`src/rtl/rwm_pkg.sv`:
```
package rwm_pkg;
  typedef enum logic [1:0] {
    ST_IDLE  = 2'd0,
    ST_HOLD  = 2'd1,
    ST_WIN   = 2'd2,
    ST_REARM = 2'd3
  } rwm_state_e;

  typedef enum logic [1:0] {
    WHY_NONE  = 2'b00,
    WHY_EARLY = 2'b01,
    WHY_LATE  = 2'b10
  } rwm_why_e;
endpackage

```
`src/rtl/rwm_hold_sel.sv`:
```
module rwm_hold_sel #(
  parameter int HOLD_C1 = 1375,
  parameter int HOLD_C2 = 1315,
  parameter int HOLD_C3 = 1255,
  parameter int CNT_W   = 11
) (
  input  logic [1:0]       code,
  output logic [CNT_W-1:0] hold_m1,
  output logic             code_ok
);
  // Each entry is the hold length minus one, ready to load the down counter.
  localparam logic [CNT_W-1:0] LD1 = CNT_W'(HOLD_C1 - 1);
  localparam logic [CNT_W-1:0] LD2 = CNT_W'(HOLD_C2 - 1);
  localparam logic [CNT_W-1:0] LD3 = CNT_W'(HOLD_C3 - 1);

  always_comb begin
    code_ok = 1'b1;
    unique case (code)
      2'd1:    hold_m1 = LD1;
      2'd2:    hold_m1 = LD2;
      2'd3:    hold_m1 = LD3;
      default: begin
        hold_m1 = '0;
        code_ok = 1'b0;
      end
    endcase
  end
endmodule

```
`src/rtl/rwm_down_cnt.sv`:
```
module rwm_down_cnt #(
  parameter int CNT_W = 11
) (
  input  logic             clk,
  input  logic             rst,
  input  logic             load,
  input  logic [CNT_W-1:0] load_val,
  input  logic             dec,
  output logic             zero
);
  logic [CNT_W-1:0] cnt_q;

  always_ff @(posedge clk) begin
    if (rst)                      cnt_q <= '0;
    else if (load)                cnt_q <= load_val;
    else if (dec && cnt_q != '0)  cnt_q <= cnt_q - 1'b1;
  end

  assign zero = (cnt_q == '0);
endmodule

```
`src/rtl/rise_window_mon.sv`:
```
module rise_window_mon #(
  parameter int HOLD_C1  = 1375,
  parameter int HOLD_C2  = 1315,
  parameter int HOLD_C3  = 1255,
  parameter int RISE_WIN = 10
) (
  input  logic       clk,
  input  logic       rst,
  input  logic       phase_nonneg,
  input  logic       omega_hi,
  input  logic [1:0] ctrl_code,
  output logic       pass_o,
  output logic       fail_o,
  output logic [1:0] fail_why
);
  import rwm_pkg::*;

  localparam int MAX_A = (HOLD_C1 > HOLD_C2) ? HOLD_C1 : HOLD_C2;
  localparam int MAX_B = (HOLD_C3 > RISE_WIN) ? HOLD_C3 : RISE_WIN;
  localparam int MAX_V = (MAX_A > MAX_B) ? MAX_A : MAX_B;
  localparam int CNT_W = $clog2(MAX_V + 1);
  localparam logic [CNT_W-1:0] WIN_LD = CNT_W'(RISE_WIN);

  rwm_state_e       state_q, state_d;
  logic [CNT_W-1:0] hold_m1;
  logic             code_ok;
  logic             cnt_load, cnt_dec, cnt_zero;
  logic [CNT_W-1:0] cnt_val;
  logic             pass_d, fail_d;
  rwm_why_e         why_d;

  rwm_hold_sel #(
    .HOLD_C1(HOLD_C1), .HOLD_C2(HOLD_C2), .HOLD_C3(HOLD_C3), .CNT_W(CNT_W)
  ) sel_i (
    .code(ctrl_code), .hold_m1(hold_m1), .code_ok(code_ok)
  );

  rwm_down_cnt #(.CNT_W(CNT_W)) cnt_i (
    .clk(clk), .rst(rst), .load(cnt_load), .load_val(cnt_val),
    .dec(cnt_dec), .zero(cnt_zero)
  );

  always_comb begin
    state_d  = state_q;
    cnt_load = 1'b0;
    cnt_val  = hold_m1;
    cnt_dec  = 1'b0;
    pass_d   = 1'b0;
    fail_d   = 1'b0;
    why_d    = WHY_NONE;
    unique case (state_q)
      ST_IDLE: begin
        if (phase_nonneg) begin
          if (code_ok) begin
            cnt_load = 1'b1;
            state_d  = ST_HOLD;
          end else begin
            state_d  = ST_REARM;
          end
        end
      end
      ST_HOLD: begin
        // A rise wins over hold expiry on the same sample.
        if (omega_hi) begin
          fail_d  = 1'b1;
          why_d   = WHY_EARLY;
          state_d = ST_REARM;
        end else if (cnt_zero) begin
          cnt_load = 1'b1;
          cnt_val  = WIN_LD;
          state_d  = ST_WIN;
        end else begin
          cnt_dec = 1'b1;
        end
      end
      ST_WIN: begin
        if (omega_hi) begin
          pass_d  = 1'b1;
          state_d = ST_REARM;
        end else if (cnt_zero) begin
          fail_d  = 1'b1;
          why_d   = WHY_LATE;
          state_d = ST_REARM;
        end else begin
          cnt_dec = 1'b1;
        end
      end
      default: begin
        if (!phase_nonneg) state_d = ST_IDLE;
      end
    endcase
  end

  always_ff @(posedge clk) begin
    if (rst) begin
      state_q  <= ST_IDLE;
      pass_o   <= 1'b0;
      fail_o   <= 1'b0;
      fail_why <= WHY_NONE;
    end else begin
      state_q  <= state_d;
      pass_o   <= pass_d;
      fail_o   <= fail_d;
      fail_why <= why_d;
    end
  end
endmodule

```
`config.mk`:
```
export PLATFORM = sky130hd
export DESIGN_NAME = rise_window_mon
export DESIGN_NICKNAME = d
export VERILOG_FILES = /design/src/rtl/rwm_pkg.sv /design/src/rtl/rwm_hold_sel.sv /design/src/rtl/rwm_down_cnt.sv /design/src/rtl/rise_window_mon.sv
export SDC_FILE = /design/constraint.sdc
export NUM_CORES = 1
export LEC_CHECK = 0
export BUFFER_PORTS_ARGS = -buffer_cell sky130_fd_sc_hd__buf_2
export CELL_PAD_IN_SITES_DETAIL_PLACEMENT = 0
export CELL_PAD_IN_SITES_GLOBAL_PLACEMENT = 1
export CORE_ASPECT_RATIO = 0.6
export CORE_MARGIN = 2
export CORE_UTILIZATION = 40
export DETAILED_ROUTE_END_ITERATION = 12
export GPL_TIMING_DRIVEN = 0
export PLACE_DENSITY = 0.81
export SYNTH_ARGS = -nofsm -noshare
export SYNTH_HDL_FRONTEND = slang
export SYNTH_SLANG_ARGS = --single-unit
```
`constraint.sdc`:
```
create_clock -name clk -period 5.5 [get_ports clk]
set_input_delay 0.55 -clock clk [delete_from_list [all_inputs] [get_ports clk]]
set_output_delay 0.55 -clock clk [all_outputs]
set_load 0.01 [all_outputs]
```
==> metrics.cfg <==
[drt]
first_pass_iters=4
vias_per_cell=5.40
drc=0
drt_iter0_drc=32
ant_nets=0
post_drt_wl_per_cell_um=13.9
wl_mm=2.31
via_count=896

[final_layout]
post-route-util_pct=47.9
layout.cells.non_filler=166
drive_gt1_share_pct=15.7
antennaDiodeCount=0
nets=152
area_delta_synth_final_pct=12.2
design_area_um2=1210
fillers=264

[worst_hold_path]
hold_depth=2
hp-start=cnt_i.cnt_q[7]
worstHoldEndpoint=cnt_i.cnt_q[7]
worst_hold_path_type=reg2reg

[floorplanning]
io_pins=10
start_util_pct=42.7
coreArea_um2=2520
chipWidth_um=71.0
die_h_um=44.2
die_area_um2=3130
row_count=14

[clocking]
clockBufferDepth=2
cts.sinks=17
cts_tree=yes
cts-resized-gates=0
root_buffer=clkbuf_8
clk_latency_ps=260
cts_buffers=3
clk_pin_slew_ps=70
cts_setup_buffers=0
postCtsHoldBufs=0
cts_max_level=1

[logic_synthesis]
synth_common_cells=17 x dfxtp_1, 13 x nor2_1, 11 x ha_1
synth_top_area_share_pct=31.6
seq_area_frac_synth_pct=31.6
ys_seq_elements=17
syn-num-nets=138
yosysMostFrequentCell=dfxtp_1
yosys.area.top_type=dfxtp_1
async_flop_share_pct=0
synth_cell_types=38
synthCells=121
synth_edf_count=0
ys.flop_type=dfxtp_1
avgSynthCellArea_um2=8.89
syn-cell-area_um2=1080
yosys_warnings=0
ys_top_cells_by_area=dfxtp_1 32%, ha_1 13%, nor2_1 4.5%

[grt]
grt_max_degree=11
grt.overflow.total=0
antenna_found_initial=0
grt_pass1_vias=846
grtUsageTotal_pct=16.7
grt_pass1_wl_mm=3.97

[setup_path]
r2r_slack_ps=3170
cp-start-kind=register
crit_family=simple AND/OR/NAND/NOR gates
path_buf_inv=2
rr_worst_depth=8
critPathMaxFanout=9
cp.required_ps=5630
path_cells=inv_1 > ha_1 > or3b_1 > clkbuf_1 > nor4_4 > nor2_1 > a21oi_1 > nor4_2
crit_type=reg2reg
slowest_stage=nor4_4
end_kind=register
reg2reg_from=cnt_i.cnt_q[0]
cp.arrival_ps=2450
crit_path_max_incr_delay_ps=580
worst_r2r_endpoint=cnt_i.cnt_q[2]

[timing]
fin_ws_ps=3170
fin_crit_ps=2330
setup_violations=0
timing.fmax_mhz=430
rsz0062_at_grt=false
worst_pin_slew_ps=543
hold_viol=0
worst_hold_slack_ps=476
fin_crit_sh_pct=42.3
relSlewSlack_pct=63.5
drv_slew=0
fin_worst_skew_ps=4.23
setup_tns_ps=0

[pwr]
clkPwrFrac_pct=16.4
p_leak_nw=0.501
p_seq_share_pct=32.8
peakVddDrop_uv=170
total_power_uw=585
power_switching_uw=254
p_int_uw=331
comb_power_share_pct=50.8
power_density_nw_per_um2=485
switching_share_pct=43.4

[placed_design]
io_buffer_count=9
dp_hpwl_mm=1.81
place_inst=162
place_area_um2=1160
place_ws_ps=3090
gp_congestion=0.804

[outcome]
outcome=complete, no violations

[job]
max-cap-violations=0

power by group through the flow:
| stage | sequential [mW] | combinational (mW) | clock [mW] |
|---|---|---|---|
| 5_1_grt | 0.200 | 0.333 | 0.105 |
| 3_5_place_dp | 0.194 | 0.296 | 0 |
| 4_1_cts | 0.192 | 0.297 | 0.0983 |
| 2_1_floorplan | 0.187 | 0.240 | 0 |
| 6_report | 0.192 | 0.297 | 0.0957 |
| 3_3_place_gp | 0.192 | 0.289 | 0 |
registers in the layout (all words and copies together) (netlist names):
name and count:
cnt_i.cnt_q 11, fail_o 1, fail_why 2, pass_o 1, state_q 2
cells in the final DEF (no fill, tap or decap), types with 2 or more instances in the layout:
cell type	count
dfxtp_1	17
nor2_1	13
ha_1	11
nor3_1	9
nand2_1	9
buf_2	9
a21oi_1	7
inv_1	6
or3_1	5
o21ai_0	5
clkbuf_1	3
nand2b_1	3
and3b_1	3
clkbuf_8	3
o31ai_1	2
nor4_1	2
xnor2_1	2
nor4_2	2
tightest hold or removal path, cell delays in order (launching register included):
cell	delay, ps
dfxtp_1	310
nand2_1	50
o32ai_1	70
layer usage:
layer	vias up	track usage [%]	wire length [um]	part of all wire, %
met3	2	5.47	152	6.6
met2	26	23.7	886	38
met1	403	24.7	1260	55
met5	-	0	0	0
li1	465	-	-	-
met4	0	3.40	12	0.52
worst max-delay path by stage:
stage	startpoint	to	slack [ps]	cells past startpoint
5_1_grt	cnt_i.cnt_q[0]	cnt_i.cnt_q[2]	3000	8
3_5_place_dp	ctrl_code[0]	cnt_i.cnt_q[6]	3090	8
3_3_place_gp	ctrl_code[0]	cnt_i.cnt_q[6]	3120	8
4_1_cts	cnt_i.cnt_q[0]	cnt_i.cnt_q[2]	3160	8
6_report	cnt_i.cnt_q[0]	cnt_i.cnt_q[2]	3170	8
2_1_floorplan	cnt_i.cnt_q[0]	cnt_i.cnt_q[2]	3380	8
area by class of cell:
type / count / area (um^2) / share of cell area (%)
inverters: 6 / 22.5 / 1.87
clock buffers: 3 / 41.3 / 3.42
clock inverters: 1 / 5.00 / 0.415
well taps: 32 / 40.0 / 3.32
flip-flops and latches: 17 / 340 / 28.2
repair buffers: 9 / 45.0 / 3.73
multi-input cells: 94 / 691 / 57.2
plain buffers: 4 / 22.5 / 1.87
logic make-up (layout without fill, tap and decap cells):
kind of cell	count (synthesis)	in the layout	synth area share (%)
AO/OA/AOI/OAI	27	27	19.5
XOR/XNOR	3	3	2.44
adder cells (fa/ha/maj)	11	11	12.8
buffers and inverters	10	23	4.19
flip-flops	17	17	31.6
multiplexers	1	1	0.930
AND/OR/NAND/NOR	52	52	28.5
(Power assumes the default switching activity.)
